File: src/rtl/vff_pkg.sv
package vff_pkg;
   typedef enum logic {ST_IDLE = 1'b0, ST_RUN = 1'b1} run_state_e;

   function automatic int unsigned clamp_len(int unsigned req, int unsigned max_len);
      return (req > max_len) ? max_len : req;
   endfunction
endpackage

File: src/rtl/vff_elem_buf.sv
module vff_elem_buf #(
   parameter int DEPTH      = 64,
   parameter int DATA_W     = 32,
   parameter bit RESET_DATA = 1'b0,
   localparam int IDXW      = $clog2(DEPTH)
) (
   input  logic              clk,
   input  logic              rst_n,
   input  logic              clr,
   input  logic              wr_en,
   input  logic [IDXW-1:0]   wr_idx,
   input  logic              wr_cond,
   input  logic [DATA_W-1:0] wr_data,
   input  logic [IDXW-1:0]   rd_idx,
   output logic              rd_valid,
   output logic              rd_cond,
   output logic [DATA_W-1:0] rd_data
);
   logic [DEPTH-1:0]  vld_vec;
   logic [DEPTH-1:0]  cond_vec;
   logic [DATA_W-1:0] data_arr [DEPTH];

   for (genvar i = 0; i < DEPTH; i++) begin : g_ent
      logic              v_q, c_q;
      logic [DATA_W-1:0] d_q;
      logic              hit;
      assign hit = wr_en && (wr_idx == IDXW'(i));

      always_ff @(posedge clk or negedge rst_n) begin
         if (!rst_n) begin
            v_q <= 1'b0;
            c_q <= 1'b0;
         end else if (clr) begin
            v_q <= 1'b0;
         end else if (hit) begin
            v_q <= 1'b1;
            c_q <= wr_cond;
         end
      end

      if (RESET_DATA) begin : g_rst_data
         always_ff @(posedge clk or negedge rst_n) begin
            if (!rst_n)   d_q <= '0;
            else if (hit) d_q <= wr_data;
         end
      end else begin : g_plain_data
         always_ff @(posedge clk) begin
            if (hit) d_q <= wr_data;
         end
      end

      assign vld_vec[i]  = v_q;
      assign cond_vec[i] = c_q;
      assign data_arr[i] = d_q;
   end

   assign rd_valid = vld_vec[rd_idx];
   assign rd_cond  = cond_vec[rd_idx];
   assign rd_data  = data_arr[rd_idx];
endmodule

File: src/rtl/vff_mask_acc.sv
module vff_mask_acc #(
   parameter int DEPTH = 64,
   localparam int IDXW = $clog2(DEPTH)
) (
   input  logic             clk,
   input  logic             rst_n,
   input  logic             clr,
   input  logic             set_en,
   input  logic [IDXW-1:0]  set_idx,
   output logic [DEPTH-1:0] mask
);
   for (genvar i = 0; i < DEPTH; i++) begin : g_bit
      always_ff @(posedge clk or negedge rst_n) begin
         if (!rst_n)                                 mask[i] <= 1'b0;
         else if (clr)                               mask[i] <= 1'b0;
         else if (set_en && (set_idx == IDXW'(i)))   mask[i] <= 1'b1;
      end
   end
endmodule

File: src/rtl/vff_commit_ctrl.sv
module vff_commit_ctrl
   import vff_pkg::*;
#(
   parameter int DEPTH  = 64,
   parameter int DATA_W = 32,
   localparam int IDXW  = $clog2(DEPTH),
   localparam int VLW   = $clog2(DEPTH + 1)
) (
   input  logic              clk,
   input  logic              rst_n,
   input  logic              start,
   input  logic [VLW-1:0]    len,
   input  logic              sense,
   input  logic              keep_one,
   input  logic              slot_valid,
   input  logic              slot_cond,
   input  logic [DATA_W-1:0] slot_data,
   output logic [IDXW-1:0]   slot_idx,
   output logic              commit,
   output logic              running,
   output logic              wr_en,
   output logic [IDXW-1:0]   wr_idx,
   output logic [DATA_W-1:0] wr_data,
   output logic [VLW-1:0]    new_vl,
   output logic              done
);
   run_state_e     state_q;
   logic [VLW-1:0] ptr_q;
   logic           at_end, fails, finish;

   assign running  = (state_q == ST_RUN);
   assign slot_idx = ptr_q[IDXW-1:0];
   assign at_end   = (ptr_q == len);
   assign fails    = (slot_cond == sense) && !(keep_one && (ptr_q == '0));
   assign finish   = running && !start && (at_end || (slot_valid && fails));
   assign commit   = running && !start && !at_end && slot_valid && !fails;

   always_ff @(posedge clk or negedge rst_n) begin
      if (!rst_n) begin
         state_q <= ST_IDLE;
         ptr_q   <= '0;
         wr_en   <= 1'b0;
         wr_idx  <= '0;
         wr_data <= '0;
         new_vl  <= '0;
         done    <= 1'b0;
      end else if (start) begin
         state_q <= ST_RUN;
         ptr_q   <= '0;
         wr_en   <= 1'b0;
         new_vl  <= '0;
         done    <= 1'b0;
      end else begin
         wr_en <= commit;
         done  <= finish;
         if (commit) begin
            wr_idx  <= slot_idx;
            wr_data <= slot_data;
            ptr_q   <= ptr_q + VLW'(1);
         end
         if (finish) begin
            state_q <= ST_IDLE;
            new_vl  <= ptr_q;
         end
      end
   end
endmodule

File: src/rtl/vff_trunc.sv
module vff_trunc
   import vff_pkg::*;
#(
   parameter int MAX_VL     = 64,
   parameter int DATA_W     = 32,
   parameter bit RESET_DATA = 1'b0,
   localparam int IDXW      = $clog2(MAX_VL),
   localparam int VLW       = $clog2(MAX_VL + 1)
) (
   input  logic              clk,
   input  logic              rst_n,
   input  logic              start_i,
   input  logic [VLW-1:0]    vl_i,
   input  logic              sense_i,
   input  logic              keep_one_i,
   input  logic              elem_valid_i,
   input  logic [IDXW-1:0]   elem_idx_i,
   input  logic              elem_cond_i,
   input  logic [DATA_W-1:0] elem_data_i,
   output logic              wr_en_o,
   output logic [IDXW-1:0]   wr_idx_o,
   output logic [DATA_W-1:0] wr_data_o,
   output logic [MAX_VL-1:0] mask_o,
   output logic [VLW-1:0]    new_vl_o,
   output logic              done_o,
   output logic              busy_o
);
   if (MAX_VL < 2) begin : g_bad_len
      $error("vff_trunc: MAX_VL must be at least 2");
   end
   if (DATA_W < 1) begin : g_bad_width
      $error("vff_trunc: DATA_W must be positive");
   end

   logic [VLW-1:0]    vl_q;
   logic              sense_q, keep_q;
   logic              buf_we, slot_valid, slot_cond, commit, running;
   logic [IDXW-1:0]   slot_idx;
   logic [DATA_W-1:0] slot_data;

   always_ff @(posedge clk or negedge rst_n) begin
      if (!rst_n) begin
         vl_q    <= '0;
         sense_q <= 1'b0;
         keep_q  <= 1'b0;
      end else if (start_i) begin
         vl_q    <= VLW'(clamp_len(int'(vl_i), MAX_VL));
         sense_q <= sense_i;
         keep_q  <= keep_one_i;
      end
   end

   assign buf_we = elem_valid_i && running && !start_i && (VLW'(elem_idx_i) < vl_q);
   assign busy_o = running;

   vff_elem_buf #(.DEPTH(MAX_VL), .DATA_W(DATA_W), .RESET_DATA(RESET_DATA)) u_buf (
      .clk      (clk),
      .rst_n    (rst_n),
      .clr      (start_i),
      .wr_en    (buf_we),
      .wr_idx   (elem_idx_i),
      .wr_cond  (elem_cond_i),
      .wr_data  (elem_data_i),
      .rd_idx   (slot_idx),
      .rd_valid (slot_valid),
      .rd_cond  (slot_cond),
      .rd_data  (slot_data)
   );

   vff_commit_ctrl #(.DEPTH(MAX_VL), .DATA_W(DATA_W)) u_ctrl (
      .clk        (clk),
      .rst_n      (rst_n),
      .start      (start_i),
      .len        (vl_q),
      .sense      (sense_q),
      .keep_one   (keep_q),
      .slot_valid (slot_valid),
      .slot_cond  (slot_cond),
      .slot_data  (slot_data),
      .slot_idx   (slot_idx),
      .commit     (commit),
      .running    (running),
      .wr_en      (wr_en_o),
      .wr_idx     (wr_idx_o),
      .wr_data    (wr_data_o),
      .new_vl     (new_vl_o),
      .done       (done_o)
   );

   vff_mask_acc #(.DEPTH(MAX_VL)) u_mask (
      .clk     (clk),
      .rst_n   (rst_n),
      .clr     (start_i),
      .set_en  (commit),
      .set_idx (slot_idx),
      .mask    (mask_o)
   );
endmodule

File: config.mk
export PLATFORM = sky130hd
export DESIGN_NAME = vff_trunc
export DESIGN_NICKNAME = d
export VERILOG_FILES = /design/src/rtl/vff_pkg.sv /design/src/rtl/vff_elem_buf.sv /design/src/rtl/vff_mask_acc.sv /design/src/rtl/vff_commit_ctrl.sv /design/src/rtl/vff_trunc.sv
export SDC_FILE = /design/constraint.sdc
export NUM_CORES = 2
export LEC_CHECK = 0
export CORE_MARGIN = 4
export CORE_UTILIZATION = 30
export CTS_CLUSTER_DIAMETER = 150
export DETAILED_ROUTE_END_ITERATION = 8
export DONT_BUFFER_PORTS = 1
export PLACE_DENSITY = 0.57
export SLEW_MARGIN = 20
export SYNTH_ARGS = -nofsm -noshare
export SYNTH_HDL_FRONTEND = slang
export SYNTH_SLANG_ARGS = --single-unit
File: constraint.sdc
create_clock -name clk -period 4.8 [get_ports clk]
set_input_delay 0.96 -clock clk [delete_from_list [all_inputs] [get_ports clk]]
set_output_delay 0.96 -clock clk [all_outputs]
set_load 0.05 [all_outputs]
# After elaboration in Yosys (flattened, before gate mapping)
# Index checks and enable logic that the tools add are counted.
# W data, S select, Z words.
# classes
addsub	1
magnitude_cmp	4
eq_ne	128
n_mux	272
bitwise	2
reduce_logical	342
# ops
operator	count
$eq A6 B6 Y1 const B	64
$mux W1	262
$reduce_bool A2 Y1	130
$bmux W32 S6	1
$eq A6 B5 Y1 const B	32
$logic_and A1 B1 Y1	139
$reduce_and A2 Y1	65
$eq A6 B4 Y1 const B	16
$mux W32	2
$eq A6 B3 Y1 const B	8
$mux W7	5
$eq A6 B2 Y1 const B	4
$bmux W1 S6	2
$eq A6 B1 Y1 const B	2
$logic_not A6 Y1	2
$add A7 B1 Y7 const B	1
$eq A7 B7 Y1	1
$ge A7 B7 Y1 const B	1
$gt A7 B7 Y1 const B	1
$logic_not A7 Y1	1
$lt A6 B7 Y1	1
$lt A6 B7 Y1 const B	1
$not A6 Y7	1
$logic_not A1 Y1	4
other kinds (3)	3
# totals
reg_bits	2304
input_bits	52
output_inout_bits	112
elab_cells	1015

# Depth between registers and ports, before layout
# logic_depth
word_depth	9
ltp_mapped	18
ltp_nobuf	9

# Cells and area by module
# Synthesis repeated with hierarchy kept, for this count alone.
# unflattened
cells_unflattened	4355
hier_area_um2	89037.9
# modules_own_cells
module	instances	cells_per_inst	area_each_um2	seq_area_each_um2
vff_elem_buf	1	3898	83511.3	64702.1
vff_mask_acc	1	230	2588.7	1601.5
vff_commit_ctrl	1	178	2427.3	1376.3
vff_trunc	1	49	510.5	225.2

# Worst setup path before layout
# OpenSTA, ideal clock, no wires.
# synth_path
path_type	input -> register
start	in elem_idx_i[1]
end	reg u_buf.g_ent[43].c_q
setup_ns	0.125
arrival_time_ns	5.029
required_ns	4.675
setup_slack_ns	-0.354
cell_stages	9
path_buffers	2
path_cell_list	ha_1 a21o_1 a21o_1 a21oi_1 o211ai_1 clkbuf_1 buf_1 nor3_1 mux2_2
# synth_between
elab_chain_len	4
word_cells_on_any_way	5
classes_between	order compare (1); eq/ne (1); reduce/logical (3)
# synth_lines
element	line	source
start, declared	vff_trunc.sv:17	input logic [IDXW-1:0] elem_idx_i,
$lt A6 B7 Y1	vff_trunc.sv:53	assign buf_we = elem_valid_i && running && !start_i && (VLW'(elem_idx_i) < vl_q);
$logic_and A1 B1 Y1	vff_trunc.sv:53	
$logic_and A1 B1 Y1 *	vff_elem_buf.sv:27	assign hit = wr_en && (wr_idx == IDXW'(i));
via u_buf.g_ent[43].hit	vff_elem_buf.sv:26	logic hit;
$reduce_and A2 Y1 (no source line) *	--	
end signal, assigned	vff_elem_buf.sv:37	c_q <= wr_cond;
end, declared	vff_elem_buf.sv:24	logic v_q, c_q;
# The timed path passes the listed nets; every way through them passes the cells marked *.
# A chain may end at the register's enable or synchronous reset.

# Final worst setup path
# layout_path
start	reg u_ctrl.ptr_q[0]
end	reg u_mask.mask[23]
# layout_between
elab_chain_len	8
word_cells_on_any_way	18
classes_between	eq/ne (3); mux (4); reduce/logical (11)
# layout_lines
element	line	source
start, declared	vff_commit_ctrl.sv:28	logic [VLW-1:0] ptr_q;
start signal, assigned	vff_commit_ctrl.sv:59	ptr_q <= ptr_q + VLW'(1);
$bmux W1 S6 or $logic_not A7 Y1 (tied branches)	vff_elem_buf.sv:58, vff_commit_ctrl.sv:34	
$mux W1 (not written as such) or $logic_and A1 B1 Y1 (tied branches)	vff_elem_buf.sv:58, vff_commit_ctrl.sv:34	
$eq A1 B1 Y1 or $logic_not A1 Y1 (tied branches)	vff_commit_ctrl.sv:34	assign fails = (slot_cond == sense) && !(keep_one && (ptr_q == '0));
$logic_and A1 B1 Y1	vff_commit_ctrl.sv:34	
$logic_not A1 Y1	vff_commit_ctrl.sv:36	assign commit = running && !start && !at_end && slot_valid && !fails;
$logic_and A1 B1 Y1	vff_commit_ctrl.sv:36	
$logic_and A1 B1 Y1 *	vff_mask_acc.sv:16	else if (set_en && (set_idx == IDXW'(i))) mask[i] <= 1'b1;
$reduce_bool A2 Y1 (no source line) *	--	
end signal, assigned by index	vff_mask_acc.sv:14	if (!rst_n) mask[i] <= 1'b0;
end signal, assigned by index	vff_mask_acc.sv:15	else if (clr) mask[i] <= 1'b0;
end signal, assigned by index	vff_mask_acc.sv:16	
end, declared	vff_mask_acc.sv:10	output logic [DEPTH-1:0] mask
# Every way passes the cells marked *; elsewhere a longest branch is shown, timed or not. The select of a mux whose other input is x is not followed.

==> flow_summary_export.csv <==
group,metric,value,unit
synth,yosys.area.top_type_share,69.2,%
routing,highest_layer,"met5",
placed_design,post-place-ws,0.761,ns
clocking,cts-root-buf,"clkbuf_16",
worst_setup_path,worst_ep_required_time,5.53,ns
synth,synth.distinct_cells,54,
worst_setup_path,rr_endpoint,"u_mask.mask[23]",
power_and_ir_drop,power.net_switching,8110,uW
timing,rsz_0062_raised_after_global_routing,"no",
worst_setup_path,crit-reg2reg-launch,"u_ctrl.ptr_q[0]",
timing,finalMaxSlewViolations,0,
layout,multi_input_area,20100,um^2
routing,viasPerCell,5.15,
routing,final_wirelength,239,mm
floorplan,num_io_pins,164,
power_and_ir_drop,power.share.switching,20.3,%
power_and_ir_drop,p_per_area,391,nW/um^2
synth,yosysMostFrequentCell,"edfxtp_1",
synth,dominantRegCellSynth,"edfxtp_1",
worst_setup_path,critical_path_peak_fanout,62,
worst_setup_path,timing.reg2reg.setup_slack,0.81,ns
timing,timing.slew.headroom,31.6,%
global_routing,antenna_violations_before_repair,12,
placed_design,cell_area_placed,95100,um^2
routing,firstDrtPassIters,5,
power_and_ir_drop,static-leakage-power,0.0319,uW
hold_path,holdCritPathClass,"in -> async",
clocking,post-cts-setup-buffer-count,0,
outcome,violations,"hold timing",
clocking,numCtsBuffers,228,
power_and_ir_drop,internal-power,31900,uW
run,cap_viol_max_count,0,
timing,final.hold.worst_slack,-0.180,ns
clocking,post_cts_resize_count,0,
timing,setup-tns-final,0,ns
routing,drc,0,
synth,synth_largest_area_cell,"edfxtp_1",
timing,hold_viol,256,
clocking,clkSinkCount,2304,
worst_setup_path,worst-endpoint-arrival,4.72,ns
worst_setup_path,rr_worst_depth,10,
routing,first_iter_violations,4375,
synth,yosys-top-cells-area,"edfxtp_1 (69%), mux4_2 (17%), dfrtp_1 (7.2%)",
routing,postRouteAntennaNets,0,
routing,routed_via_count,41900,
clocking,max-clock-path-buffers,3,
placed_design,place.port_buffers,0,
worst_setup_path,crit_path_end_kind,"register",
timing,period_minus_slack,3.99,ns
synth,syn-num-nets,3899,
timing,worst_clock_skew_on_the_final_layout,0.0509,ns
floorplan,core.rowCount,199,
routing,wire_per_inst,29.4,um
routing,met1Wirelength,101,mm
global_routing,first_global_vias,43200,
worst_setup_path,start_kind,"register",
floorplan,design.die.area,305000,um^2
floorplan,core_area,295000,um^2
power_and_ir_drop,power.sequential.fraction,55.7,%
clocking,cts_tree,"done",
timing,finalWorstSetupSlack,0.807,ns
layout,layout.area.seq,67900,um^2
worst_setup_path,timing.critical_path.from,"u_ctrl.ptr_q[0]",
timing,worstMarginPinSlew,1.03,ns
worst_setup_path,timing.setup.critical_path_class,"reg -> reg",
placed_design,post-dp-hpwl,136,mm
placed_design,last_weighted_congestion_value_of_the_routability_driven_placer,0.783,
timing,top_achievable_clock_speed,250,MHz
floorplan,die_w,552,um
outcome,outcome,"complete, but fails checks",
global_routing,grt_overflow_total,0,
global_routing,pin_count_of_the_biggest_net_entering_global_routing,257,
timing,finalSetupViolations,0,
routing,met3WireLength,19.9,mm
global_routing,groute.usage.overall,15.4,%
power_and_ir_drop,combPwrFrac,0.9,%
timing,fin_crit_sh,83.2,%
layout,layout-area-overhead-vs-synth,15.2,%
synth,synth_async_sr_flop_share,11.1,%
floorplan,vertical_extent_of_the_die,552,um
global_routing,grt_pass1_wl,338,mm
synth,synth_seq_area_share,76.4,%
floorplan,effective_utilization_at_floorplan,30.2,%
layout,post_route_cells_drive_above_1_share,32.2,%
clocking,clk_pin_slew,0.07,ns
synth,synthesis.area_per_instance,23.2,um^2
synth,syn-instance-count,3838,
worst_setup_path,setup_crit_end,"u_mask.mask[23]",
synth,ys_ff_latch,2304,
power_and_ir_drop,vdd.ir_drop.worst,0.389,mV
power_and_ir_drop,clock_power_share,43.4,%
synth,synth_area,88900,um^2
synth,synthesis.yosys.warnings,0,
synth,most_numerous_cell_types_in_the_synthesized_netlist,"edfxtp_1 (2,048), mux4_2 (684), dfrtp_1 (256)",
synth,synth-edff-count,2048,
routing,route.met2.wl,114,mm
layout,design.final.nets,4071,
clocking,h-tree-depth,4,
layout,finish.instance_area,102000,um^2
layout,fillerInstances,27000,
clocking,clkLatencyLatePin,0.87,ns
[worst max-delay path, stage by stage (launching register included)]
cell and delay [ns]:
dfrtp_4 0.80, buf_12 0.33, mux2i_1 0.14, a22oi_1 0.20, nand3_1 0.17, a41oi_1 0.34, a31oi_1 0.16, or4_4 0.59
or2_4 0.44, buf_12 0.27, o32ai_1 0.33
[layout by cell type (no fill, tap or decap), types with 7 or more instances in the layout]
cell type / count
a21o_1: 66
a22oi_1: 18
buf_12: 50
buf_4: 116
bufinv_16: 15
clkbuf_1: 64
clkbuf_16: 230
clkbuf_8: 10
clkinv_1: 47
clkinv_2: 40
dfrtp_1: 250
edfxtp_1: 2048
ha_1: 9
inv_1: 72
mux2_2: 110
mux2i_1: 45
mux4_2: 684
nand2_1: 51
nand3_1: 19
nor2_1: 8
nor2_4: 37
nor2b_1: 18
nor3_2: 15
nor3_4: 11
o21ai_0: 7
o32ai_1: 59
[cells by family (layout without fill, tap and decap cells)]
group           count (synthesis)  in the layout  share of synthesized area [%]
compound gates                185            185                           1.62
xor+xnor                        7              7                         0.0689
fa+ha+maj                       9              9                          0.127
buf+inv                       299            668                           1.54
simple gates                  193            193                           1.05
flops                        2304           2304                           76.4
other cells                     0              4                              0
mux                           841            841                           19.2
[routing by layer]
metal / global-route usage (%) / vias up
li1: - / 16600
met1: 21.4 / 23500
met2: 24.3 / 1441
met3: 4.22 / 295
met4: 3.24 / 2
met5: 0 / -
[per-stage QoR]
stage	utilization, %	total power [uW]	cells
6_report	34.8	40000	8130
5_1_grt	34.8	41300	8126
4_1_cts	34.8	40400	8126
3_5_place_dp	32.3	23100	7699
3_3_place_gp	32.3	23100	7699
2_1_floorplan	-	22900	3838
[worst min-delay path by stage]
stage | slack (ns) | startpoint | cells past startpoint | endpoint
global placement | 0.46 | u_buf.g_ent[15].v_q | 1 | u_buf.g_ent[15].v_q
finish | -0.18 | rst_n | 0 | u_ctrl.done
global route | -0.26 | rst_n | 0 | u_buf.g_ent[46].c_q
floorplan | 0.45 | u_buf.g_ent[10].v_q | 1 | u_buf.g_ent[10].v_q
CTS | -0.27 | rst_n | 0 | u_buf.g_ent[7].c_q
detailed placement | 0.46 | u_buf.g_ent[15].v_q | 1 | u_buf.g_ent[15].v_q
[power groups by stage]
stage               Combinational [uW]  Clock, uW  Sequential [uW]
finish                             360      17400            22300
global route                       386      18600            22300
CTS                                362      17700            22300
detailed placement                 360          0            22700
global placement                   358          0            22700
floorplan                          260          0            22600
[registers in the layout, indices dropped and copies added (netlist names)]
| signal | count |
|---|---|
| u_buf.g_ent.d_q | 2048 |
| u_buf.g_ent.c_q | 64 |
| u_buf.g_ent.v_q | 64 |
| u_mask.mask | 64 |
| u_ctrl.wr_data | 32 |
| u_ctrl.new_vl | 7 |
| u_ctrl.ptr_q | 7 |
| vl_q | 7 |
| u_ctrl.wr_idx | 6 |
| keep_q | 1 |
| sense_q | 1 |
| u_ctrl.done | 1 |
| u_ctrl.running | 1 |
| u_ctrl.wr_en | 1 |
[area by class of cell]
| class | instances | share of cell area, % |
|---|---|---|
| Sequential cell | 2304 | 66.3 |
| Multi-Input combinational cell | 1235 | 19.7 |
| Clock buffer | 304 | 5.99 |
| Tap cell | 3919 | 4.79 |
| Timing Repair Buffer | 166 | 1.83 |
| Clock inverter | 123 | 1.16 |
| Inverter | 75 | 0.275 |
| Antenna cell | 4 | 0.00977 |
Note: power is estimated with default switching activity, not from simulation.
